$ cat config.mk
export PLATFORM = sky130hd
export DESIGN_NAME = crt_timing_gen
export DESIGN_NICKNAME = d
export VERILOG_FILES = /design/src/rtl/crt_pkg.sv /design/src/rtl/crt_regfile.sv /design/src/rtl/crt_scan_fsm.sv /design/src/rtl/crt_window.sv /design/src/rtl/crt_timing_gen.sv
export SDC_FILE = /design/constraint.sdc
export NUM_CORES = 1
export LEC_CHECK = 0
export BUFFER_PORTS_ARGS = -buffer_cell sky130_fd_sc_hd__buf_4
export CAP_MARGIN = 20
export CORE_MARGIN = 3
export CORE_UTILIZATION = 25
export DETAILED_ROUTE_END_ITERATION = 6
export MAX_ROUTING_LAYER = met4
export SLEW_MARGIN = 20
export SYNTH_ARGS = -nofsm -noshare
export SYNTH_HDL_FRONTEND = slang
export SYNTH_HIERARCHICAL = 1
export SYNTH_SLANG_ARGS = --single-unit
$ cat constraint.sdc
create_clock -name clk -period 4.95 [get_ports clk]
set_input_delay 0.2475 -clock clk [delete_from_list [all_inputs] [get_ports clk]]
set_output_delay 0.2475 -clock clk [all_outputs]
set_load 0.01 [all_outputs]
$ cat src/rtl/crt_pkg.sv
package crt_pkg;
    localparam int unsigned CW     = 11;
    localparam int unsigned DW     = 32;
    localparam int unsigned AW     = 3;
    localparam int unsigned HI_LSB = 16;
    localparam int unsigned NGEO   = 7;

    localparam logic [AW-1:0] A_HTOT  = 3'd0;
    localparam logic [AW-1:0] A_HBLK  = 3'd1;
    localparam logic [AW-1:0] A_HSYN  = 3'd2;
    localparam logic [AW-1:0] A_VTOT  = 3'd3;
    localparam logic [AW-1:0] A_VBLK  = 3'd4;
    localparam logic [AW-1:0] A_VSYN  = 3'd5;
    localparam logic [AW-1:0] A_PSYN  = 3'd6;
    localparam logic [AW-1:0] A_CTRL  = 3'd7;

    typedef enum logic [1:0] {
        ST_OFF   = 2'd0,
        ST_PRIME = 2'd1,
        ST_RUN   = 2'd2
    } scan_state_e;

    typedef struct packed {
        logic [CW-1:0] hi;
        logic [CW-1:0] lo;
    } pair_t;

    typedef struct packed {
        pair_t h_tot;
        pair_t h_blk;
        pair_t h_syn;
        pair_t v_tot;
        pair_t v_blk;
        pair_t v_syn;
        pair_t p_syn;
    } geom_t;
endpackage

$ cat src/rtl/crt_regfile.sv
module crt_regfile
    import crt_pkg::*;
#(
    parameter int unsigned AW_P = AW,
    parameter int unsigned DW_P = DW
) (
    input  logic            clk,
    input  logic            rst_n,
    input  logic            wr_en,
    input  logic [AW_P-1:0] wr_addr,
    input  logic [DW_P-1:0] wr_data,
    input  logic            load_i,
    output geom_t           geom_o,
    output logic            en_o,
    output logic            hneg_o,
    output logic            vneg_o
);
    localparam int unsigned HI_MSB = HI_LSB + CW - 1;

    pair_t shadow [NGEO];
    pair_t live   [NGEO];

    for (genvar g = 0; g < NGEO; g++) begin : g_word
        always_ff @(posedge clk or negedge rst_n) begin
            if (!rst_n) begin
                shadow[g] <= '0;
            end else if (wr_en && (wr_addr == AW_P'(g))) begin
                shadow[g].lo <= wr_data[CW-1:0];
                shadow[g].hi <= wr_data[HI_MSB:HI_LSB];
            end
        end

        always_ff @(posedge clk or negedge rst_n) begin
            if (!rst_n) begin
                live[g] <= '0;
            end else if (load_i) begin
                live[g] <= shadow[g];
            end
        end
    end

    always_ff @(posedge clk or negedge rst_n) begin
        if (!rst_n) begin
            en_o   <= 1'b0;
            hneg_o <= 1'b0;
            vneg_o <= 1'b0;
        end else if (wr_en && (wr_addr == A_CTRL)) begin
            hneg_o <= wr_data[0];
            vneg_o <= wr_data[1];
            en_o   <= wr_data[2];
        end
    end

    assign geom_o.h_tot = live[A_HTOT];
    assign geom_o.h_blk = live[A_HBLK];
    assign geom_o.h_syn = live[A_HSYN];
    assign geom_o.v_tot = live[A_VTOT];
    assign geom_o.v_blk = live[A_VBLK];
    assign geom_o.v_syn = live[A_VSYN];
    assign geom_o.p_syn = live[A_PSYN];
endmodule

$ cat src/rtl/crt_scan_fsm.sv
module crt_scan_fsm
    import crt_pkg::*;
#(
    parameter int unsigned CW_P = CW
) (
    input  logic            clk,
    input  logic            rst_n,
    input  logic            en_i,
    input  logic [CW_P-1:0] h_last_i,
    input  logic [CW_P-1:0] v_last_i,
    output scan_state_e     state_o,
    output logic [CW_P-1:0] h_o,
    output logic [CW_P-1:0] v_o,
    output logic            load_o
);
    scan_state_e     state_q, state_d;
    logic [CW_P-1:0] h_q, v_q;
    logic            h_wrap, frame_end, advance;

    assign h_wrap    = (h_q >= h_last_i);
    assign frame_end = h_wrap && (v_q >= v_last_i);
    assign advance   = (state_q == ST_RUN) && en_i;

    always_comb begin
        state_d = state_q;
        unique case (state_q)
            ST_OFF:   state_d = en_i ? ST_PRIME : ST_OFF;
            ST_PRIME: state_d = en_i ? ST_RUN   : ST_OFF;
            ST_RUN:   state_d = en_i ? ST_RUN   : ST_OFF;
            default:  state_d = ST_OFF;
        endcase
    end

    always_ff @(posedge clk or negedge rst_n) begin
        if (!rst_n) state_q <= ST_OFF;
        else        state_q <= state_d;
    end

    always_ff @(posedge clk or negedge rst_n) begin
        if (!rst_n) begin
            h_q <= '0;
            v_q <= '0;
        end else if (!advance) begin
            h_q <= '0;
            v_q <= '0;
        end else if (h_wrap) begin
            h_q <= '0;
            v_q <= (v_q >= v_last_i) ? '0 : v_q + 1'b1;
        end else begin
            h_q <= h_q + 1'b1;
        end
    end

    always_comb begin
        load_o = 1'b0;
        unique case (state_q)
            ST_PRIME: load_o = 1'b1;
            ST_RUN:   load_o = frame_end;
            default:  load_o = 1'b0;
        endcase
    end

    assign state_o = state_q;
    assign h_o     = h_q;
    assign v_o     = v_q;

    assert_col_bound_R2: assert property (@(posedge clk) disable iff (!rst_n)
        (state_q == ST_RUN) |-> (h_q <= h_last_i));

    assert_line_hold_R2: assert property (@(posedge clk) disable iff (!rst_n)
        (state_q == ST_RUN && en_i && !h_wrap) |=> $stable(v_q));

    assert_start_origin_R10: assert property (@(posedge clk) disable iff (!rst_n)
        (state_q == ST_PRIME && en_i) |=> (state_q == ST_RUN && h_q == '0 && v_q == '0));

    assert_off_follow_R10: assert property (@(posedge clk) disable iff (!rst_n)
        (!en_i) |=> (state_q == ST_OFF));
endmodule

$ cat src/rtl/crt_window.sv
module crt_window #(
    parameter int unsigned CW_P = 11
) (
    input  logic [CW_P-1:0] pos_i,
    input  logic [CW_P-1:0] start_i,
    input  logic [CW_P-1:0] stop_i,
    output logic            hit_o
);
    assign hit_o = (pos_i >= start_i) && (pos_i < stop_i);
endmodule

$ cat src/rtl/crt_timing_gen.sv
module crt_timing_gen
    import crt_pkg::*;
(
    input  logic          clk,
    input  logic          rst_n,
    input  logic          wr_en,
    input  logic [AW-1:0] wr_addr,
    input  logic [DW-1:0] wr_data,
    output logic          hsync,
    output logic          vsync,
    output logic          panel_vsync,
    output logic          de,
    output logic          blank,
    output logic [CW-1:0] pixel_x,
    output logic [CW-1:0] line_y
);
    localparam int unsigned NWIN = 3;

    geom_t         geom;
    logic          en, hneg, vneg, load;
    scan_state_e   state;
    logic [CW-1:0] h, v;
    logic          running, de_raw, hblk, vblk;

    logic [CW-1:0] win_pos   [NWIN];
    logic [CW-1:0] win_start [NWIN];
    logic [CW-1:0] win_stop  [NWIN];
    logic [NWIN-1:0] win_hit;

    crt_regfile #(.AW_P(AW), .DW_P(DW)) i_regs (
        .clk     (clk),
        .rst_n   (rst_n),
        .wr_en   (wr_en),
        .wr_addr (wr_addr),
        .wr_data (wr_data),
        .load_i  (load),
        .geom_o  (geom),
        .en_o    (en),
        .hneg_o  (hneg),
        .vneg_o  (vneg)
    );

    crt_scan_fsm #(.CW_P(CW)) i_scan (
        .clk      (clk),
        .rst_n    (rst_n),
        .en_i     (en),
        .h_last_i (geom.h_tot.hi),
        .v_last_i (geom.v_tot.hi),
        .state_o  (state),
        .h_o      (h),
        .v_o      (v),
        .load_o   (load)
    );

    assign win_pos[0]   = h;
    assign win_start[0] = geom.h_syn.lo;
    assign win_stop[0]  = geom.h_syn.hi;
    assign win_pos[1]   = v;
    assign win_start[1] = geom.v_syn.lo;
    assign win_stop[1]  = geom.v_syn.hi;
    assign win_pos[2]   = v;
    assign win_start[2] = geom.p_syn.lo;
    assign win_stop[2]  = geom.p_syn.hi;

    for (genvar k = 0; k < NWIN; k++) begin : g_sync
        crt_window #(.CW_P(CW)) i_win (
            .pos_i   (win_pos[k]),
            .start_i (win_start[k]),
            .stop_i  (win_stop[k]),
            .hit_o   (win_hit[k])
        );
    end

    assign running = (state == ST_RUN) && en;
    assign de_raw  = (h <= geom.h_tot.lo) && (v <= geom.v_tot.lo);
    assign hblk    = (h > geom.h_blk.lo) && (h <= geom.h_blk.hi);
    assign vblk    = (v > geom.v_blk.lo) && (v <= geom.v_blk.hi);

    always_comb begin
        if (running) begin
            hsync       = win_hit[0] ^ hneg;
            vsync       = win_hit[1] ^ vneg;
            panel_vsync = win_hit[2] ^ vneg;
            de          = de_raw;
            blank       = hblk || vblk;
            pixel_x     = h;
            line_y      = v;
        end else begin
            hsync       = hneg;
            vsync       = vneg;
            panel_vsync = vneg;
            de          = 1'b0;
            blank       = 1'b1;
            pixel_x     = '0;
            line_y      = '0;
        end
    end

    assert_frame_geom_R8: assert property (@(posedge clk) disable iff (!rst_n)
        (state == ST_RUN && !(h == geom.h_tot.hi && v == geom.v_tot.hi)) |=> $stable(geom));

    assert_idle_levels_R10: assert property (@(posedge clk) disable iff (!rst_n)
        (state == ST_OFF) |-> (!de && blank && pixel_x == '0 && line_y == '0));
endmodule

==> results of run 1 <==
## power by group through the flow
stage / logic [uW] / clock network, uW / registers [uW]
floorplan: 2300 / 0 / 4020
global placement: 2850 / 0 / 4150
detailed placement: 2960 / 0 / 4200
CTS: 2980 / 2960 / 4160
global route: 3310 / 3060 / 4270
finish: 2940 / 2870 / 4150
## layout by cell type, fill, tap and decap left out, types with 5 or more instances in the layout
cell type,instances
a21o_1,16
a21oi_1,52
a31oi_1,5
and2_1,23
buf_4,67
clkbuf_1,10
clkbuf_16,41
clkbuf_8,7
clkinv_2,6
dfrtp_1,335
ha_1,157
inv_1,156
mux2_1,5
mux2_2,306
nand2_1,45
nand2b_1,6
nand3_1,30
nand4_1,29
nor2_1,26
nor2b_1,7
o211ai_1,7
o21ai_0,17
o21ai_1,7
xnor2_1,8
## area by class of cell
cell class | count | area share
well taps | 864 | 0.0549
flip-flops and latches | 335 | 0.426
multi-input cells | 825 | 0.393
diodes | 1 | 0.000127
clock inverters | 11 | 0.00693
repair buffers | 73 | 0.0309
inverters | 156 | 0.0298
clock buffers | 58 | 0.0589
## worst max path at each step
stage / from / cells after the start / slack [ns] / to
floorplan: i_scan/h_o[4] / 10 / 2.24 / i_regs/geom_o[100]
global placement: i_scan/v_o[2] / 8 / 1.09 / i_regs/geom_o[113]
detailed placement: i_scan/v_o[2] / 8 / 1.06 / i_regs/geom_o[117]
CTS: i_scan/v_o[2] / 8 / 1.01 / i_regs/geom_o[97]
global route: i_scan/v_o[2] / 8 / 0.76 / i_regs/geom_o[97]
finish: i_scan/v_o[2] / 8 / 0.98 / i_regs/geom_o[97]
## routing by layer
metal	routed length, um	up-vias
met5	0	-
met3	1940	58
met4	1030	0
met1	18500	5494
met2	19100	198
li1	-	4909
## stage by stage
| stage | setup WS (ns) | total power, uW | util | instance area [um^2] | instances |
|---|---|---|---|---|---|
| 6_report | 0.976 | 9950 | 0.296 | 19700 | 2323 |
| 5_1_grt | 0.760 | 10600 | 0.296 | 19700 | 2323 |
| 4_1_cts | 1.01 | 10100 | 0.296 | 19700 | 2322 |
| 3_5_place_dp | 1.06 | 7160 | 0.277 | 18400 | 2252 |
| 3_3_place_gp | 1.09 | 7000 | 0.277 | 18400 | 2252 |
| 2_1_floorplan | 2.24 | 6320 | - | 16900 | 1355 |
## cell families after synthesis
| group | after synthesis | share of synthesized area |
|---|---|---|
| compound gates | 140 | 0.0552 |
| xor+xnor | 12 | 0.00621 |
| fa+ha+maj | 157 | 0.116 |
| buf+inv | 195 | 0.0489 |
| flops | 335 | 0.495 |
| mux | 311 | 0.207 |
| simple gates | 205 | 0.0715 |
## registers in the layout (all words and copies together) (netlist names)
name,count
i_regs/en_o,1
i_regs/hneg_o,1
i_regs/geom_o,154
i_regs/shadow,154
i_scan/v_o,11
i_regs/vneg_o,1
i_scan/h_o,11
i_scan/state_o,2
## repair_timing
| item | 4_1_cts | 5_1_grt |
|---|---|---|
| hold buffers | 1 | 0 |
| resized for setup | 0 | 0 |
| setup buffers | 0 | 0 |
| hold endpoints to repair | 97 | 0 |
==> report_table.html, run 1 <==
<table>
<tr><th>Metric</th><th>Value</th></tr>
<tr><th colspan="2">Route</th></tr>
<tr><td>Count of TritonRoute iterations in the first routing pass</td><td>5</td></tr>
<tr><td>Count of antenna-violating nets left after detailed routing</td><td>0</td></tr>
<tr><td>Routed via count</td><td>10659</td></tr>
<tr><td>Detailed-route vias per instance</td><td>4.59</td></tr>
<tr><td>Number of violations reported at the end of detailed-routing iteration 0</td><td>566</td></tr>
<tr><td>Routed Wire Length</td><td>40500 um</td></tr>
<tr><td>Number of remaining DRC errors</td><td>0</td></tr>
<tr><td>Routed wirelength normalized by instance count</td><td>17.4 um</td></tr>
<tr><th colspan="2">Timing</th></tr>
<tr><td>Total negative setup slack</td><td>0 ns</td></tr>
<tr><td>Clock Skew</td><td>0.0211 ns</td></tr>
<tr><td>Max-slew violations</td><td>0</td></tr>
<tr><td>Final hold vios</td><td>0</td></tr>
<tr><td>Slew headroom</td><td>0.239</td></tr>
<tr><td>Post-Route Hold Slack</td><td>0.0433 ns</td></tr>
<tr><td>Final worst-path cycle share</td><td>0.803</td></tr>
<tr><td>Least-Margin Pin Slew</td><td>1.14 ns</td></tr>
<tr><td>RSZ-0062 raised after global routing</td><td>no</td></tr>
<tr><td>Tmin final</td><td>3.97 ns</td></tr>
<tr><td>Highest Clock Rate</td><td>0.252 GHz</td></tr>
<tr><td>Setup Viol. Count Final</td><td>0</td></tr>
<tr><th colspan="2">Global route</th></tr>
<tr><td>Largest net degree at the start of global routing</td><td>110</td></tr>
<tr><td>Grt met2 use</td><td>0.192</td></tr>
<tr><td>Remaining Overflow, GRT</td><td>0</td></tr>
<tr><td>Antenna violations before repair</td><td>1</td></tr>
<tr><td>Combined global-route utilization of all metal layers</td><td>0.119</td></tr>
<tr><td>Vias in the first global route</td><td>11435</td></tr>
<tr><td>Global-route wire length before repair</td><td>64700 um</td></tr>
<tr><td>GR Layer Usage met3</td><td>0.0215</td></tr>
<tr><td>Peak-usage layer in the global routing report</td><td>met2</td></tr>
<tr><td>Met1 Use GR</td><td>0.153</td></tr>
<tr><th colspan="2">Setup path</th></tr>
<tr><td>CP endpoint kind</td><td>flop</td></tr>
<tr><td>Largest incremental delay on the critical path</td><td>0.80 ns</td></tr>
<tr><td>Critical Path Slowest Stage Cell</td><td>a32o_4</td></tr>
<tr><td>Reg-to-Reg Start</td><td>i_scan/v_o[2]</td></tr>
<tr><td>Maximum net fanout on the critical path</td><td>45</td></tr>
<tr><td>Top cell family by delay on the critical path</td><td>compound AO/OA/AOI/OAI gates</td></tr>
<tr><td>Sum of buffers and inverters on the critical path</td><td>1</td></tr>
<tr><td>Kind of critical path</td><td>flop to flop</td></tr>
<tr><td>Worst reg-to-reg path cell count</td><td>8</td></tr>
<tr><td>Worst reg-to-reg setup slack</td><td>0.98 ns</td></tr>
<tr><td>Endpoint of the most critical register-to-register path</td><td>i_regs/geom_o[97]</td></tr>
<tr><td>Endpoint required time on the critical path</td><td>5.35 ns</td></tr>
<tr><td>Worst path arrival time</td><td>4.37 ns</td></tr>
<tr><td>Startpoint types</td><td>flop</td></tr>
<tr><td>Sequence of cells on the critical path</td><td>ha_1 &gt; nand2_1 &gt; o21ai_0 &gt; nand3_1 &gt; o311ai_0 &gt; a32o_4 &gt; buf_4 &gt; mux2_2</td></tr>
<tr><th colspan="2">Cells and area</th></tr>
<tr><td>Number of nets in the finished design</td><td>1625</td></tr>
<tr><td>Synth-to-Final Area Change</td><td>16.3%</td></tr>
<tr><td>Number of filler cells placed in the layout</td><td>6658</td></tr>
<tr><td>Area taken by multi-input logic gates</td><td>7730 um^2</td></tr>
<tr><td>Fraction of final layout cells with drive strength greater than 1</td><td>0.321</td></tr>
<tr><td>Sequential standard cell area</td><td>8380 um^2</td></tr>
<tr><th colspan="2">Clock network</th></tr>
<tr><td>TritonCTS buffer count</td><td>39</td></tr>
<tr><td>Maximum root-to-sink buffer count</td><td>3</td></tr>
<tr><td>Maximum level of the CTS H-tree</td><td>2</td></tr>
<tr><td>Worst-skew pair later-pin latency</td><td>0.53 ns</td></tr>
<tr><td>CTS tree</td><td>yes</td></tr>
<tr><td>Clock slew at the register clock pins of the worst setup and hold paths</td><td>0.06 ns</td></tr>
<tr><td>CTS Root Buffer Type</td><td>clkbuf_16</td></tr>
<tr><td>Number of clock sinks</td><td>335</td></tr>
<tr><th colspan="2">Min path</th></tr>
<tr><td>Hold-critical path depth</td><td>2</td></tr>
<tr><td>Origin of the worst min-delay path</td><td>wr_data[7]</td></tr>
<tr><td>Hold endpoint</td><td>i_regs/shadow[7]</td></tr>
<tr><td>Classification of the worst-slack hold path</td><td>primary input to flop</td></tr>
<tr><th colspan="2">Floorplanning</th></tr>
<tr><td>Number of I/O pins</td><td>65</td></tr>
<tr><td>Std-Cell Rows</td><td>94</td></tr>
<tr><td>Die Footprint</td><td>70900 um^2</td></tr>
<tr><td>Placeable core area</td><td>66500 um^2</td></tr>
<tr><td>Die X</td><td>266 um</td></tr>
<tr><td>Die height</td><td>266 um</td></tr>
<tr><td>Initial core utilization</td><td>0.255</td></tr>
<tr><th colspan="2">Synth</th></tr>
<tr><td>Synthesized area</td><td>16900 um^2</td></tr>
<tr><td>Count of unique library cells instantiated by Yosys</td><td>64</td></tr>
<tr><td>Commonest cells post-synth</td><td>dfrtp_1, mux2_2, ha_1</td></tr>
<tr><td>Post-synth top flop</td><td>dfrtp_1</td></tr>
<tr><td>Sequential area share after synthesis</td><td>0.495</td></tr>
<tr><td>Synthesis warning total</td><td>6</td></tr>
<tr><td>Cell taking the most area after synthesis</td><td>dfrtp_1</td></tr>
<tr><td>Register bit count reported by yosys</td><td>335</td></tr>
<tr><td>Share of synthesized registers carrying an async set or reset</td><td>1.00</td></tr>
<tr><td>Net Count, Synth</td><td>1550</td></tr>
<tr><td>Area share of the largest cell type after synthesis</td><td>0.495</td></tr>
<tr><td>Post-synthesis cell count</td><td>1355</td></tr>
<tr><td>Top cells by area in the synthesized netlist</td><td>dfrtp_1, mux2_2, ha_1</td></tr>
<tr><td>Post-Synthesis Mean Instance Area</td><td>12.5 um^2</td></tr>
<tr><td>Count of flip-flops with a built-in enable after synthesis</td><td>0</td></tr>
<tr><td>Most instantiated library cell after synthesis</td><td>dfrtp_1</td></tr>
<tr><th colspan="2">Pwr</th></tr>
<tr><td>Static leakage</td><td>0.00903 uW</td></tr>
<tr><td>Pwr/cell area</td><td>506 nW/um^2</td></tr>
<tr><td>Cell-internal power</td><td>6980 uW</td></tr>
<tr><td>Clk network pwr share</td><td>0.288</td></tr>
<tr><td>Part of the power in combinational logic</td><td>0.295</td></tr>
<tr><td>Sw frac</td><td>0.298</td></tr>
<tr><td>Net Switching</td><td>2970 uW</td></tr>
<tr><td>Sequential share of power</td><td>0.417</td></tr>
<tr><td>Max IR drop VDD</td><td>0.225 mV</td></tr>
<tr><th colspan="2">Placed design</th></tr>
<tr><td>Number of buffers inserted by port buffering</td><td>54</td></tr>
<tr><td>Final weighted congestion of routability-driven global placement</td><td>0.871</td></tr>
<tr><td>Placed wire-length estimate</td><td>28600 um</td></tr>
<tr><th colspan="2">Run</th></tr>
<tr><td>Max-cap violation count</td><td>0</td></tr>
<tr><th colspan="2">Outcome</th></tr>
<tr><td>Result of the run</td><td>finished, final reports clean</td></tr>
</table>
Power figures use the tool's default switching activity.
==> inputs of run 2 (changes only) <==
Settings changed: ABC_AREA from default to 1.
Clock period 4.95 ns to 3.3 ns, I/O delays scaled along.
==> run 2 against run 1 <==
  * Flip-flop and latch count unchanged
  * Sequential share of layout area is 2.7 points lower
  * Via count increased by 31%
  * Clock-buffer cell count shrank 10
  * Register-to-register slack worse by 0.38 ns
  * First-iteration DRC count up 69%
  * Hold slack got worse by 0.0087 ns
  * Sequential power is 45% higher
  * Synthesized area is 6.0% higher
  * Clock skew rose by 0.0023 ns
  * Critical path type is now flop to output port
  * Largest cell class unchanged
  * Largest power group unchanged
  * Highest routed layer unchanged
==> report_table.html, run 2 <==
<table>
<tr><th>Metric</th><th>Value</th></tr>
<tr><th colspan="2">Global route</th></tr>
<tr><td>Global-route wire length before repair</td><td>76200 um (+18%)</td></tr>
<tr><td>Vias in the first global route</td><td>13540 (+18%)</td></tr>
<tr><td>Largest net degree at the start of global routing</td><td>72 (-35%)</td></tr>
<tr><td>Combined global-route utilization of all metal layers</td><td>0.134 (+0.0149)</td></tr>
<tr><td>Remaining Overflow, GRT</td><td>0 (unchanged)</td></tr>
<tr><td>Antenna violations before repair</td><td>0 (-1)</td></tr>
<tr><th colspan="2">Setup path</th></tr>
<tr><td>Worst path arrival time</td><td>2.95 ns (-1.42 ns)</td></tr>
<tr><td>Maximum net fanout on the critical path</td><td>8 (-82%)</td></tr>
<tr><td>Kind of critical path</td><td>flop to output port</td></tr>
<tr><td>CP endpoint kind</td><td>output port</td></tr>
<tr><td>Sequence of cells on the critical path</td><td>buf_4 &gt; ha_1 &gt; a21oi_1 &gt; o21ai_0 &gt; nand2_1 &gt; a21oi_2 &gt; nand2_1 &gt; xnor2_1 &gt; buf_4</td></tr>
<tr><td>Largest incremental delay on the critical path</td><td>0.53 ns (-0.27 ns)</td></tr>
<tr><td>Startpoint types</td><td>flop</td></tr>
<tr><td>Endpoint required time on the critical path</td><td>3.13 ns (-2.22 ns)</td></tr>
<tr><td>Critical Path Slowest Stage Cell</td><td>dfrtp_1</td></tr>
<tr><th colspan="2">Synth</th></tr>
<tr><td>Post-Synthesis Mean Instance Area</td><td>7.93 um^2 (-37%)</td></tr>
<tr><td>Count of unique library cells instantiated by Yosys</td><td>34 (-47%)</td></tr>
<tr><td>Synthesis warning total</td><td>6 (unchanged)</td></tr>
<tr><td>Count of flip-flops with a built-in enable after synthesis</td><td>0 (unchanged)</td></tr>
<tr><td>Top cells by area in the synthesized netlist</td><td>dfrtp_1, nand2_1, ha_1</td></tr>
<tr><td>Sequential area share after synthesis</td><td>0.467 (-0.0281)</td></tr>
<tr><td>Most instantiated library cell after synthesis</td><td>nand2_1</td></tr>
<tr><td>Register bit count reported by yosys</td><td>335 (unchanged)</td></tr>
<tr><td>Synthesized area</td><td>17900 um^2 (+6.0%)</td></tr>
<tr><td>Share of synthesized registers carrying an async set or reset</td><td>1.00 (unchanged)</td></tr>
<tr><td>Post-synth top flop</td><td>dfrtp_1</td></tr>
<tr><td>Post-synthesis cell count</td><td>2264 (+67%)</td></tr>
<tr><td>Area share of the largest cell type after synthesis</td><td>0.467 (-0.0281)</td></tr>
<tr><td>Commonest cells post-synth</td><td>nand2_1, inv_1, dfrtp_1</td></tr>
<tr><td>Cell taking the most area after synthesis</td><td>dfrtp_1</td></tr>
<tr><td>Net Count, Synth</td><td>2459 (+59%)</td></tr>
<tr><th colspan="2">Outcome</th></tr>
<tr><td>Result of the run</td><td>finished, final reports clean</td></tr>
<tr><th colspan="2">Timing</th></tr>
<tr><td>Worst-case setup margin in the final layout</td><td>0.188 ns (-0.788 ns)</td></tr>
<tr><td>RSZ-0062 raised after global routing</td><td>no</td></tr>
<tr><td>Clock Skew</td><td>0.0234 ns (+0.00231 ns)</td></tr>
<tr><td>Highest Clock Rate</td><td>0.321 GHz</td></tr>
<tr><td>Setup Viol. Count Final</td><td>0 (unchanged)</td></tr>
<tr><td>Least-Margin Pin Slew</td><td>0.962 ns (-0.180 ns)</td></tr>
<tr><td>Tmin final</td><td>3.11 ns</td></tr>
<tr><td>Total negative setup slack</td><td>0 ns (unchanged)</td></tr>
<tr><td>Final hold vios</td><td>0 (unchanged)</td></tr>
<tr><td>Final worst-path cycle share</td><td>0.943</td></tr>
<tr><td>Max-slew violations</td><td>0 (unchanged)</td></tr>
<tr><td>Slew headroom</td><td>0.357 (+0.118)</td></tr>
<tr><th colspan="2">Floorplanning</th></tr>
<tr><td>Initial core utilization</td><td>0.254 (about the same)</td></tr>
<tr><td>Std-Cell Rows</td><td>97 (+3.2%)</td></tr>
<tr><td>Placeable core area</td><td>70500 um^2 (+6.1%)</td></tr>
<tr><td>Die X</td><td>274 um (+2.9%)</td></tr>
<tr><td>Number of I/O pins</td><td>65 (unchanged)</td></tr>
<tr><td>Die Footprint</td><td>75000 um^2 (+5.9%)</td></tr>
<tr><td>Die height</td><td>274 um (+2.9%)</td></tr>
<tr><th colspan="2">Cells and area</th></tr>
<tr><td>Fraction of final layout cells with drive strength greater than 1</td><td>0.0975 (-0.223)</td></tr>
<tr><td>Synth-to-Final Area Change</td><td>17.3%</td></tr>
<tr><td>Number of nets in the finished design</td><td>2537 (+56%)</td></tr>
<tr><td>Antenna diode count</td><td>0 (-1)</td></tr>
<tr><td>Most common cell after layout, fill and taps aside</td><td>nand2_1</td></tr>
<tr><td>Number of filler cells placed in the layout</td><td>7484 (+12%)</td></tr>
<tr><td>Commonest non-fill, non-tap cells in the layout</td><td>nand2_1, inv_1, dfrtp_1</td></tr>
<tr><th colspan="2">Route</th></tr>
<tr><td>Routed wirelength normalized by instance count</td><td>14.4 um (-17%)</td></tr>
<tr><td>Detailed-route vias per instance</td><td>4.23 (-7.8%)</td></tr>
<tr><td>Routed via count</td><td>13995 (+31%)</td></tr>
<tr><td>Count of antenna-violating nets left after detailed routing</td><td>0 (unchanged)</td></tr>
<tr><td>Number of remaining DRC errors</td><td>0 (unchanged)</td></tr>
<tr><td>Count of TritonRoute iterations in the first routing pass</td><td>5 (unchanged)</td></tr>
<tr><td>Number of violations reported at the end of detailed-routing iteration 0</td><td>959 (+69%)</td></tr>
<tr><td>Routed Wire Length</td><td>47700 um (+18%)</td></tr>
<tr><th colspan="2">Clock network</th></tr>
<tr><td>Resized Gates After CTS</td><td>0 (unchanged)</td></tr>
<tr><td>TritonCTS buffer count</td><td>36 (-7.7%)</td></tr>
<tr><td>Worst-skew pair later-pin latency</td><td>0.54 ns (about the same)</td></tr>
<tr><td>Clock slew at the register clock pins of the worst setup and hold paths</td><td>0.06 ns (about the same)</td></tr>
<tr><td>Maximum level of the CTS H-tree</td><td>2 (unchanged)</td></tr>
<tr><td>CTS Root Buffer Type</td><td>clkbuf_16</td></tr>
<tr><td>Number of clock sinks</td><td>335 (unchanged)</td></tr>
<tr><td>Maximum root-to-sink buffer count</td><td>3 (unchanged)</td></tr>
<tr><td>Post-CTS Setup Inserts</td><td>0 (unchanged)</td></tr>
<tr><td>CTS tree</td><td>yes</td></tr>
<tr><th colspan="2">Pwr</th></tr>
<tr><td>Static leakage</td><td>0.0107 uW (+18%)</td></tr>
<tr><td>Max IR drop VDD</td><td>0.302 mV (+34%)</td></tr>
<tr><td>Pwr/cell area</td><td>684 nW/um^2 (+35%)</td></tr>
<tr><th colspan="2">Run</th></tr>
<tr><td>Max-cap violation count</td><td>0 (unchanged)</td></tr>
<tr><th colspan="2">Placed design</th></tr>
<tr><td>Placed wire-length estimate</td><td>31600 um (+11%)</td></tr>
<tr><td>Final weighted congestion of routability-driven global placement</td><td>0.775 (-11%)</td></tr>
<tr><td>Worst Setup Slack post-DPL</td><td>0.599 ns (-0.459 ns)</td></tr>
<tr><td>Number of buffers inserted by port buffering</td><td>54 (unchanged)</td></tr>
<tr><th colspan="2">Min path</th></tr>
<tr><td>Classification of the worst-slack hold path</td><td>primary input to flop</td></tr>
</table>
run 2: cell types whose count changed in the layout (fill, tap and decap cells not counted), moves of 22 or more:
cell / delta
nand3_1: +92
nor2_1: +64
mux2_2: -306
dlygate4sd3_1: +22
inv_1: +233
nand2_2: +28
o21ai_0: +147
nand2_1: +707
run 2: routing by layer:
metal / part of all wire / vias up / global-route usage
li1: - / 7101 / -
met1: 0.49 / 6568 / 0.185
met2: 0.44 / 259 / 0.206
met3: 0.047 / 67 / 0.0165
met4: 0.029 / 0 / 0.0425
met5: 0 / - / -
run 2: area by class of cell:
| class | instances | area, um^2 | share of cell area |
|---|---|---|---|
| tap | 940 | 1180 | 0.0559 |
| timing repair buffer | 118 | 1050 | 0.0500 |
| multi-input combinational | 1451 | 7690 | 0.366 |
| inverter | 400 | 1500 | 0.0715 |
| clock buffer | 48 | 1030 | 0.0488 |
| clock inverter | 17 | 206 | 0.00981 |
| sequential | 335 | 8380 | 0.398 |
run 2: worst max-delay path: cells and delay by family (launching register included):
family,cells,cell delay [ns]
compound gates,3,0.51
simple gates,2,0.22
flops,1,0.53
buf+inv,2,0.50
xor+xnor,1,0.35
fa+ha+maj,1,0.31
run 2: final timing paths:
path	slack, ns	from	end	depth (start not counted)
hold reg to reg	0.47	i_regs/shadow[124]	i_regs/shadow[124]	2
min in group asynchronous	0.22	rst_n	i_regs/geom_o[146]	2
setup / recovery	0.19	i_scan/v_o[4]	panel_vsync	9
max in group asynchronous	2.14	rst_n	i_regs/shadow[121]	3
hold / removal	0.03	wr_addr[2]	i_regs/shadow[123]	4
setup reg to reg	0.60	i_scan/h_o[0]	i_regs/geom_o[3]	13
run 2: cells by family (layout without fill, tap and decap cells):
family	Yosys count	after routing	synth area share
compound gates	234	234	0.0672
xor+xnor	9	9	0.00439
fa+ha+maj	157	157	0.109
buf+inv	478	583	0.105
flops	335	335	0.467
simple gates	1051	1051	0.247
run 2: metrics by stage:
step | cell area, um^2 | cells | power, uW | hold slack (ns) | utilization
2_1_floorplan | 17900 | 2264 | 9150 | -0.131 | -
3_3_place_gp | 19600 | 3221 | 10100 | 0.172 | 0.278
3_5_place_dp | 19600 | 3221 | 10200 | 0.175 | 0.278
4_1_cts | 21000 | 3309 | 14600 | 0.00286 | 0.298
5_1_grt | 21000 | 3309 | 15600 | 0.0364 | 0.298
6_report | 21000 | 3309 | 14400 | 0.0346 | 0.298
run 2: report_power, final:
part,total (uW),switching (uW),internal [uW]
registers,6030,646,5380
logic,4130,2570,1560
clock network,4230,1710,2520
run 2: what timing repair did:
| action | in CTS | in global routing |
|---|---|---|
| hold buffers | 23 | 0 |
| endpoints found under the hold margin | 200 | 0 |
| setup endpoints to repair | 0 | 0 |
==> inputs of run 3 (changes only) <==
Settings changed: MAX_ROUTING_LAYER met4 to default.
==> run 3 against run 2 <==
  * Hold slack worse by 0.0013 ns
  * Power is essentially flat
  * Largest cell class unchanged
  * First-iteration DRC count down 1.0%
==> report_table.html, run 3 (synthesis gave the netlist of run 2 again) <==
<table>
<tr><th>Metric</th><th>Value</th></tr>
<tr><th colspan="2">Timing</th></tr>
<tr><td>Least-Margin Pin Slew</td><td>0.974 ns (+0.0117 ns)</td></tr>
<tr><td>Final hold vios</td><td>0 (unchanged)</td></tr>
<tr><td>Max-slew violations</td><td>0 (unchanged)</td></tr>
<tr><td>Final worst-path cycle share</td><td>0.930 (-0.0131)</td></tr>
<tr><td>Setup Viol. Count Final</td><td>0 (unchanged)</td></tr>
<tr><td>Clock Skew</td><td>0.0230 ns (-0.000373 ns)</td></tr>
<tr><td>Highest Clock Rate</td><td>0.326 GHz (+1.4%)</td></tr>
<tr><td>Tmin final</td><td>3.07 ns (-0.0434 ns)</td></tr>
<tr><td>Total negative setup slack</td><td>0 ns (unchanged)</td></tr>
<tr><td>Post-Route Hold Slack</td><td>0.0333 ns (-0.00133 ns)</td></tr>
<tr><td>Slew headroom</td><td>0.349 (-0.00781)</td></tr>
<tr><td>RSZ-0062 raised after global routing</td><td>no</td></tr>
<tr><th colspan="2">Floorplanning</th></tr>
<tr><td>Initial core utilization</td><td>0.254 (unchanged)</td></tr>
<tr><td>Std-Cell Rows</td><td>97 (unchanged)</td></tr>
<tr><td>Die X</td><td>274 um (unchanged)</td></tr>
<tr><td>Die height</td><td>274 um (unchanged)</td></tr>
<tr><td>Placeable core area</td><td>70500 um^2 (unchanged)</td></tr>
<tr><td>Number of I/O pins</td><td>65 (unchanged)</td></tr>
<tr><td>Die Footprint</td><td>75000 um^2 (unchanged)</td></tr>
<tr><th colspan="2">Placed design</th></tr>
<tr><td>Final weighted congestion of routability-driven global placement</td><td>0.765 (-1.3%)</td></tr>
<tr><td>Number of buffers inserted by port buffering</td><td>54 (unchanged)</td></tr>
<tr><td>Placed wire-length estimate</td><td>31600 um (unchanged)</td></tr>
<tr><th colspan="2">Setup path</th></tr>
<tr><td>Endpoint required time on the critical path</td><td>3.13 ns (about the same)</td></tr>
<tr><td>Worst path arrival time</td><td>2.90 ns (-0.05 ns)</td></tr>
<tr><td>Maximum net fanout on the critical path</td><td>8 (unchanged)</td></tr>
<tr><td>Critical Path Source</td><td>i_scan/v_o[4]</td></tr>
<tr><td>Kind of critical path</td><td>flop to output port</td></tr>
<tr><td>CP endpoint kind</td><td>output port</td></tr>
<tr><td>Reg-to-Reg Start</td><td>i_scan/v_o[0]</td></tr>
<tr><td>Startpoint types</td><td>flop</td></tr>
<tr><th colspan="2">Clock network</th></tr>
<tr><td>Maximum level of the CTS H-tree</td><td>2 (unchanged)</td></tr>
<tr><td>Worst-skew pair later-pin latency</td><td>0.54 ns (about the same)</td></tr>
<tr><td>Clock slew at the register clock pins of the worst setup and hold paths</td><td>0.06 ns (about the same)</td></tr>
<tr><td>CTS Root Buffer Type</td><td>clkbuf_16</td></tr>
<tr><td>CTS tree</td><td>yes</td></tr>
<tr><td>Resized Gates After CTS</td><td>0 (unchanged)</td></tr>
<tr><td>Maximum root-to-sink buffer count</td><td>3 (unchanged)</td></tr>
<tr><td>Number of clock sinks</td><td>335 (unchanged)</td></tr>
<tr><td>TritonCTS buffer count</td><td>36 (unchanged)</td></tr>
<tr><th colspan="2">Global route</th></tr>
<tr><td>Combined global-route utilization of all metal layers</td><td>0.130 (-0.00389)</td></tr>
<tr><td>Global-route wire length before repair</td><td>76200 um (about the same)</td></tr>
<tr><td>Remaining Overflow, GRT</td><td>0 (unchanged)</td></tr>
<tr><td>Antenna violations before repair</td><td>0 (unchanged)</td></tr>
<tr><td>Vias in the first global route</td><td>13546 (+0.044%)</td></tr>
<tr><td>Largest net degree at the start of global routing</td><td>72 (unchanged)</td></tr>
<tr><th colspan="2">Route</th></tr>
<tr><td>Count of TritonRoute iterations in the first routing pass</td><td>7 (+2)</td></tr>
<tr><td>Routed Wire Length</td><td>47800 um (+0.32%)</td></tr>
<tr><td>Number of remaining DRC errors</td><td>0 (unchanged)</td></tr>
<tr><td>Routed via count</td><td>14022 (+0.19%)</td></tr>
<tr><td>Routed wirelength normalized by instance count</td><td>14.5 um (+0.32%)</td></tr>
<tr><td>Count of antenna-violating nets left after detailed routing</td><td>0 (unchanged)</td></tr>
<tr><td>Detailed-route vias per instance</td><td>4.24 (+0.19%)</td></tr>
<tr><td>Number of violations reported at the end of detailed-routing iteration 0</td><td>949 (-1.0%)</td></tr>
<tr><th colspan="2">Cells and area</th></tr>
<tr><td>Most common cell after layout, fill and taps aside</td><td>nand2_1</td></tr>
<tr><td>Finished Core Util</td><td>0.298 (unchanged)</td></tr>
<tr><td>Antenna diode count</td><td>0 (unchanged)</td></tr>
<tr><td>Commonest non-fill, non-tap cells in the layout</td><td>nand2_1, inv_1, dfrtp_1</td></tr>
<tr><td>Number of nets in the finished design</td><td>2537 (unchanged)</td></tr>
<tr><td>Fraction of final layout cells with drive strength greater than 1</td><td>0.0975 (unchanged)</td></tr>
<tr><td>Number of filler cells placed in the layout</td><td>7484 (unchanged)</td></tr>
<tr><td>Synth-to-Final Area Change</td><td>17.3% (unchanged)</td></tr>
<tr><th colspan="2">Min path</th></tr>
<tr><td>Origin of the worst min-delay path</td><td>wr_addr[2]</td></tr>
<tr><td>Classification of the worst-slack hold path</td><td>primary input to flop</td></tr>
<tr><th colspan="2">Run</th></tr>
<tr><td>Max-cap violation count</td><td>0 (unchanged)</td></tr>
<tr><th colspan="2">Pwr</th></tr>
<tr><td>Overall power</td><td>14400 uW (about the same)</td></tr>
<tr><td>Static leakage</td><td>0.0107 uW (unchanged)</td></tr>
<tr><td>Max IR drop VDD</td><td>0.303 mV (+0.23%)</td></tr>
<tr><td>Pwr/cell area</td><td>684 nW/um^2 (about the same)</td></tr>
<tr><th colspan="2">Outcome</th></tr>
<tr><td>Result of the run</td><td>finished, final reports clean</td></tr>
</table>
run 3: cell counts in the layout (fill, tap and decap cells not counted):
No cell type changed its count.
run 3: path summary, 6_finish.rpt:
kind | cells after the start | slack (ns) | endpoint
worst max-delay path | 9 | 0.23 | panel_vsync
worst min-delay path | 4 | 0.03 | i_regs/shadow[123]
worst max register to register | 13 | 0.60 | i_regs/geom_o[3]
worst min register to register | 2 | 0.47 | i_regs/shadow[137]
max in group asynchronous | 3 | 2.14 | i_regs/shadow[121]
min in group asynchronous | 2 | 0.22 | i_regs/geom_o[146]
run 3: per-layer routing:
metal / up-vias / routed length (um) / share of wire / track usage
li1: 7103 / - / - / -
met1: 6577 / 23400 / 0.49 / 0.185
met2: 277 / 20800 / 0.43 / 0.206
met3: 65 / 2220 / 0.046 / 0.0165
met4: 0 / 1400 / 0.029 / 0.0425
met5: - / 0 / 0 / 0
run 3: what timing repair did:
action	CTS	global route
buffers inserted	0	0
hold buffers	23	0
endpoints found under the hold margin	200	0
run 3: critical path, stage by stage (launching register included):
cell and delay, ns:
dfrtp_1 0.52, buf_4 0.27, ha_1 0.31, a21oi_1 0.06, o21ai_0 0.20, nand2_1 0.12, a21oi_2 0.23, nand2_1 0.09
xnor2_1 0.34, buf_4 0.21
run 3: stage by stage:
stage	worst slack [ns]	area, um^2	cells
after global placement	0.628	19600	3221
after CTS	0.162	21000	3309
after global routing	0.0830	21000	3309
final	0.232	21000	3309
after detailed placement	0.599	19600	3221
after floorplan	1.04	17900	2264
run 3: area by class of cell:
class | instances | area (um^2) | area share
flip-flops and latches | 335 | 8380 | 0.398
inverters | 400 | 1500 | 0.0715
well taps | 940 | 1180 | 0.0559
repair buffers | 118 | 1050 | 0.0500
clock buffers | 48 | 1030 | 0.0488
clock inverters | 17 | 206 | 0.00981
multi-input cells | 1451 | 7690 | 0.366
run 3: report_power, final:
part,total [uW],switching (uW),leakage [uW],internal (uW)
sequential,6030,646,0.00431,5380
clock,4230,1720,0.000599,2520
combinational,4130,2560,0.00577,1560
total,14400,4930,0.0107,9460
